## config.mk

```make
export PLATFORM = sky130hd
export DESIGN_NAME = frame_sync_guard
export DESIGN_NICKNAME = d
export VERILOG_FILES = /design/src/rtl/fsg_pkg.sv /design/src/rtl/fsg_phase_ctr.sv /design/src/rtl/fsg_protect.sv /design/src/rtl/fsg_lock_filter.sv /design/src/rtl/frame_sync_guard.sv
export SDC_FILE = /design/constraint.sdc
export NUM_CORES = 1
export LEC_CHECK = 0
export BUFFER_PORTS_ARGS = -buffer_cell sky130_fd_sc_hd__buf_4
export CORE_ASPECT_RATIO = 1.2
export CORE_MARGIN = 3
export CORE_UTILIZATION = 50
export DETAILED_ROUTE_END_ITERATION = 7
export PLACE_DENSITY = 0.68
export SYNTH_ARGS = -nofsm -noshare
export SYNTH_HDL_FRONTEND = slang
export SYNTH_SLANG_ARGS = --single-unit
export TNS_END_PERCENT = 10
```

## constraint.sdc

```tcl
create_clock -name clk -period 3.75 [get_ports clk]
set_clock_uncertainty 0.2 [all_clocks]
set_input_delay 0.1875 -clock clk [delete_from_list [all_inputs] [get_ports clk]]
set_output_delay 0.1875 -clock clk [all_outputs]
set_load 0.005 [all_outputs]
```

## src/rtl/fsg_pkg.sv

```systemverilog
// Shared decode helpers for the frame sync protector.
// Assumes code values are the 2-bit register fields described in the brief.
package fsg_pkg;

    // Window half-width in channel bits for a window code.
    function automatic int unsigned win_half(input logic [1:0] code);
        case (code)
            2'd0:    return 3;
            2'd1:    return 7;
            2'd2:    return 13;
            default: return 26;
        endcase
    endfunction

    // Consecutive-insertion limit for a limit code.
    function automatic int unsigned ins_limit(input logic [1:0] code);
        case (code)
            2'd0:    return 2;
            2'd1:    return 4;
            2'd2:    return 8;
            default: return 13;
        endcase
    endfunction

    localparam int unsigned MAX_LIMIT = 13;
    localparam int unsigned CNT_W     = $clog2(MAX_LIMIT + 1);

endpackage

```

## src/rtl/fsg_phase_ctr.sv

```systemverilog
// Frame phase counter: counts channel bits modulo FRAME_LEN and decodes
// the acceptance window around phase 0.
// Assumes FRAME_LEN > 2*26+1 so the widest window never overlaps itself.
module fsg_phase_ctr #(
    parameter int unsigned FRAME_LEN = 588,
    localparam int unsigned PW = $clog2(FRAME_LEN + 1)
) (
    input  logic          clk,
    input  logic          rst_n,
    input  logic          realign,
    input  logic [1:0]    win_sel,
    output logic          in_win,
    output logic          at_close,
    output logic          at_pred
);
    import fsg_pkg::*;

    localparam logic [PW-1:0] LAST = PW'(FRAME_LEN - 1);
    localparam logic [PW-1:0] LEN  = PW'(FRAME_LEN);

    logic [PW-1:0] pos;
    logic [PW-1:0] half;

    // Half-width of the window selected by the code.
    always_comb half = PW'(win_half(win_sel));

    // Window decode relative to the predicted phase 0.
    always_comb begin
        in_win   = (pos <= half) || (pos >= (LEN - half));
        at_close = (pos == half);
        at_pred  = (pos == '0);
    end

    // Phase advance; an accepted sync becomes phase 0 so the next bit is 1.
    always_ff @(posedge clk) begin
        if (!rst_n)
            pos <= '0;
        else if (realign)
            pos <= PW'(1);
        else if (pos == LAST)
            pos <= '0;
        else
            pos <= pos + PW'(1);
    end

endmodule

```

## src/rtl/fsg_protect.sv

```systemverilog
// Protect/insert decision: accepts windowed (or, when unlocked, any)
// detections, inserts a frame at window close, counts consecutive inserts
// against the selected limit and keeps the coincidence flag.
// Assumes at most one close per frame from the phase counter.
module fsg_protect (
    input  logic       clk,
    input  logic       rst_n,
    input  logic       sync_det,
    input  logic [1:0] lim_sel,
    input  logic       in_win,
    input  logic       at_close,
    input  logic       at_pred,
    output logic       realign,
    output logic       frame_strobe,
    output logic       frame_inserted,
    output logic       coin_flag,
    output logic       unlock_flag
);
    import fsg_pkg::*;

    logic             got;
    logic             accept;
    logic             insert;
    logic [CNT_W-1:0] ins_cnt;
    logic [CNT_W-1:0] limit;

    // Limit for the selected code.
    always_comb limit = CNT_W'(ins_limit(lim_sel));

    // Frame event decode for this bit.
    always_comb begin
        accept  = sync_det && (unlock_flag || (in_win && !got));
        insert  = at_close && !got && !accept;
        realign = accept;
    end

    // Strobe outputs, one cycle after the deciding edge.
    always_ff @(posedge clk) begin
        if (!rst_n) begin
            frame_strobe   <= 1'b0;
            frame_inserted <= 1'b0;
        end else begin
            frame_strobe   <= accept || insert;
            frame_inserted <= insert;
        end
    end

    // One acceptance per window: set on accept, cleared at window close.
    always_ff @(posedge clk) begin
        if (!rst_n)
            got <= 1'b0;
        else if (accept)
            got <= 1'b1;
        else if (at_close)
            got <= 1'b0;
    end

    // Consecutive insert counter and unlock flag.
    always_ff @(posedge clk) begin
        if (!rst_n) begin
            ins_cnt     <= '0;
            unlock_flag <= 1'b1;
        end else if (accept) begin
            ins_cnt     <= '0;
            unlock_flag <= 1'b0;
        end else if (insert) begin
            if (ins_cnt < limit)
                ins_cnt <= ins_cnt + CNT_W'(1);
            if ((ins_cnt + CNT_W'(1)) >= limit)
                unlock_flag <= 1'b1;
        end
    end

    // Coincidence flag, refreshed on each frame event.
    always_ff @(posedge clk) begin
        if (!rst_n)
            coin_flag <= 1'b0;
        else if (accept)
            coin_flag <= at_pred;
        else if (insert)
            coin_flag <= 1'b0;
    end

endmodule

```

## src/rtl/fsg_lock_filter.sv

```systemverilog
// Lock debounce: rises the cycle after coincidence is seen, falls only after
// LOCK_SAMPLES consecutive sampling strobes find coincidence low.
// Assumes lock_smp is a one-cycle strobe.
module fsg_lock_filter #(
    parameter int unsigned LOCK_SAMPLES = 8,
    localparam int unsigned LW = $clog2(LOCK_SAMPLES + 1)
) (
    input  logic clk,
    input  logic rst_n,
    input  logic coin_flag,
    input  logic lock_smp,
    output logic lock_flag
);
    localparam logic [LW-1:0] LAST = LW'(LOCK_SAMPLES - 1);

    logic [LW-1:0] low_cnt;

    // Fast rise, counted fall.
    always_ff @(posedge clk) begin
        if (!rst_n) begin
            lock_flag <= 1'b0;
            low_cnt   <= '0;
        end else if (coin_flag) begin
            lock_flag <= 1'b1;
            if (lock_smp)
                low_cnt <= '0;
        end else if (lock_smp) begin
            if (low_cnt == LAST) begin
                lock_flag <= 1'b0;
                low_cnt   <= '0;
            end else begin
                low_cnt <= low_cnt + LW'(1);
            end
        end
    end

endmodule

```

## src/rtl/frame_sync_guard.sv

```systemverilog
// Top: frame sync protection with windowed acceptance, insertion from the
// internal phase counter, unlock after a run of insertions, and a debounced
// lock flag. One clock per channel bit.
module frame_sync_guard #(
    parameter int unsigned FRAME_LEN    = 588,
    parameter int unsigned LOCK_SAMPLES = 8
) (
    input  logic       clk,
    input  logic       rst_n,
    input  logic       sync_det,
    input  logic [1:0] win_sel,
    input  logic [1:0] lim_sel,
    input  logic       lock_smp,
    output logic       frame_strobe,
    output logic       frame_inserted,
    output logic       coin_flag,
    output logic       unlock_flag,
    output logic       lock_flag
);
    logic realign;
    logic in_win;
    logic at_close;
    logic at_pred;

    fsg_phase_ctr #(.FRAME_LEN(FRAME_LEN)) u_phase (
        .clk      (clk),
        .rst_n    (rst_n),
        .realign  (realign),
        .win_sel  (win_sel),
        .in_win   (in_win),
        .at_close (at_close),
        .at_pred  (at_pred)
    );

    fsg_protect u_protect (
        .clk            (clk),
        .rst_n          (rst_n),
        .sync_det       (sync_det),
        .lim_sel        (lim_sel),
        .in_win         (in_win),
        .at_close       (at_close),
        .at_pred        (at_pred),
        .realign        (realign),
        .frame_strobe   (frame_strobe),
        .frame_inserted (frame_inserted),
        .coin_flag      (coin_flag),
        .unlock_flag    (unlock_flag)
    );

    fsg_lock_filter #(.LOCK_SAMPLES(LOCK_SAMPLES)) u_lock (
        .clk       (clk),
        .rst_n     (rst_n),
        .coin_flag (coin_flag),
        .lock_smp  (lock_smp),
        .lock_flag (lock_flag)
    );

endmodule

```

==> reports/qor.yml <==
placement:
  gp_congestion: 0.872
  dp_hpwl_um: 2530
  dpl_worst_slack_ps: 947
  numPortBuffers: 12
synth:
  netlist_top_cells_count: "ha_1, dfxtp_1, nor2_1, nand2_1, inv_1"
  ys_ff_latch: 24
  syn-num-nets: 229
  synth_ff_type: "dfxtp_1"
  yosysMostFrequentCell: "ha_1"
  yosys-top-cells-area: "dfxtp_1, ha_1, xnor2_1, nor2_1, nand2_1"
  muxShareOfSynthArea_pct: 1.26
  synthXorXnorAreaFrac_pct: 7.26
  yosysSeqAreaShare_pct: 28.4
  synth_simple_gate_area_share_pct: 24.0
  syn-cell-area_um2: 1690
  synthCells: 194
  ys_async_sr_fraction_pct: 0
  synth_top_family_by_area: "simple AND/OR/NAND/NOR gates"
  yosysWarnings: 0
  yosys.area.top_type: "dfxtp_1"
  synth_cell_types: 42
  synth_area_per_cell_um2: 8.71
  synth-edff-count: 0
  synth_top_area_share_pct: 28.4
  synth_compound_area_share_pct: 13.9
  synthAdderAreaFrac_pct: 20.0
routing:
  ant_nets: 0
  vias: 1367
  via_per_inst: 5.60
  drt_wl_total_um: 3110
  dr.pass1.iters: 4
  drt-wirelength-per-cell_um: 12.8
  drt_iter0_drc: 21
  post-route-drc-count: 0
power:
  ir_drop_v: 0.000193
  leakage_nw: 0.849
  power_density_nw_per_um2: 305
critical_path:
  critPathMaxFanout: 14
  crit_required_ps: 3740
  critPathCaptureType: "flop"
  reg2reg_slack_ps: 1380
  reg2reg_from: "u_phase.pos[3]"
  regToRegEndpoint: "u_protect.ins_cnt[1]"
  cp_data_arrival_time_ps: 2430
  path_class: "primary input to flop"
  r2r_cells: 6
  critPathLaunchType: "primary input"
  cp-startpoint: "win_sel[0]"
global_route:
  grt_pass1_vias: 1350
  antenna_found_initial: 0
  grtUsageTotal_pct: 17.0
  grt_pass1_wl_um: 5700
  gr-total-overflow: 0
  grt_max_degree: 15
sta:
  final.period_utilization_pct: 65.2
  finalSetupTns_ps: 0
  slew_headroom_pct: 59.3
  report.final.slew_viol_count: 0
  holdWs_ps: 160
  fmax_mhz: 409
  fin_crit_ps: 2450
  hold_violations: 0
  setup_viol: 0
  worstMarginPinSlew_ps: 610
  setup_ws_ps: 1300
  rsz0062_at_grt: "no"
clock_tree:
  cts_tree: "done"
  clock_sinks: 24
  numCtsBuffers: 3
  ctsHoldBuffers: 2
  cts_max_path_buffers: 2
  cts_setup_buffers: 0
  clkLatencyLatePin_ps: 310
  clkTransAtPathRegs_ps: 120
  cts_resized: 0
  htree_levels: 1
  cts_root_buf: "clkbuf_4"
worst_hold_path:
  min_to: "u_protect.coin_flag"
  hp-start: "sync_det"
  hold_path.class: "primary input to flop"
  hold_depth: 4
floorplan:
  rows: 22
  coreArea_um2: 3140
  die_w_um: 59.1
  pin_count: 13
  die-area_um2: 4110
  dieHeight_um: 69.7
  start_util_pct: 53.8
final_layout:
  fin_nets: 244
  antenna_cells: 0
  area_growth_pct: 10.4
  final_util_pct: 59.4
  layout-drive-gt1-share_pct: 10.1
flow_run:
  drv_cap: 0
run_status:
  status: "finished clean"
cell type report:
cell class                 count  area (um^2)
multi-input combinational    151         1120
timing repair buffer          14          110
sequential                    24          480
clock inverter                 1         30.0
inverter                      15         56.3
fill                         316         1270
clock buffer                   3         22.5
tap                           36         45.0
per-layer routing:
| layer | wire length [um] | global-route usage (%) | up-vias |
|---|---|---|---|
| met2 | 1570 | 29.5 | 19 |
| met1 | 1440 | 21.0 | 630 |
| met4 | 22 | 5.04 | 0 |
| met5 | 0 | 0 | - |
| li1 | - | - | 714 |
| met3 | 81 | 2.42 | 4 |
state kept, by name, summed over array words and instances (netlist names):
register	flops
u_protect.frame_inserted	1
u_protect.got	1
u_lock.low_cnt	4
u_lock.lock_flag	1
u_protect.coin_flag	1
u_protect.frame_strobe	1
u_protect.unlock_flag	1
u_phase.pos	10
u_protect.ins_cnt	4
cells by family after synthesis:
kind of cell             count (synthesis)
flip-flops                              24
AO/OA/AOI/OAI                           33
buffers and inverters                   19
AND/OR/NAND/NOR                         75
multiplexers                             2
adder cells (fa/ha/maj)                 27
XOR/XNOR                                14
report_power, final:
part	total, W	internal [W]	switching [W]
clock	0.000181	0.000108	0.0000734
combinational	0.000107	0.0000516	0.0000552
sequential	0.000280	0.000268	0.0000124
total	0.000568	0.000427	0.000141
how the worst max path moves through the flow:
stage | slack [ps] | endpoint
final | 1300 | u_phase.pos[5]
after CTS | 1280 | u_protect.ins_cnt[1]
after detailed placement | 950 | u_protect.ins_cnt[1]
after floorplan | 1330 | u_protect.got
after global routing | 1130 | u_phase.pos[3]
after global placement | 1000 | u_protect.ins_cnt[3]
cells in the final DEF, fill, tap and decap left out, types with 2 or more instances in the layout:
master	n
nand3_1	5
xnor2_1	9
inv_1	15
nand2_1	16
a21oi_1	10
dlygate4sd3_1	2
ha_1	27
clkbuf_4	3
o21ai_0	6
o31a_1	4
nand3b_1	2
xor2_1	5
nand2b_1	4
and3_1	6
or3_1	2
buf_4	12
nor2_1	20
nand4_1	5
nor2b_1	4
dfxtp_1	24
and4_1	2
o211ai_1	3
nor4_1	2
critical path, stage by stage:
cell and delay, ps:
buf_4 90, inv_1 50, ha_1 330, inv_1 120, mux2_2 360, ha_1 290
nand4_1 100, o211a_1 290, o221ai_2 490, nor2_1 110
per-stage QoR:
stage | total power (W) | instance area (um^2) | std cells
floorplan | 0.000357 | 1690 | 194
global placement | 0.000387 | 1790 | 238
detailed placement | 0.000391 | 1790 | 238
CTS | 0.000578 | 1870 | 244
global route | 0.000606 | 1870 | 244
finish | 0.000568 | 1870 | 244
(Power assumes the default switching activity.)
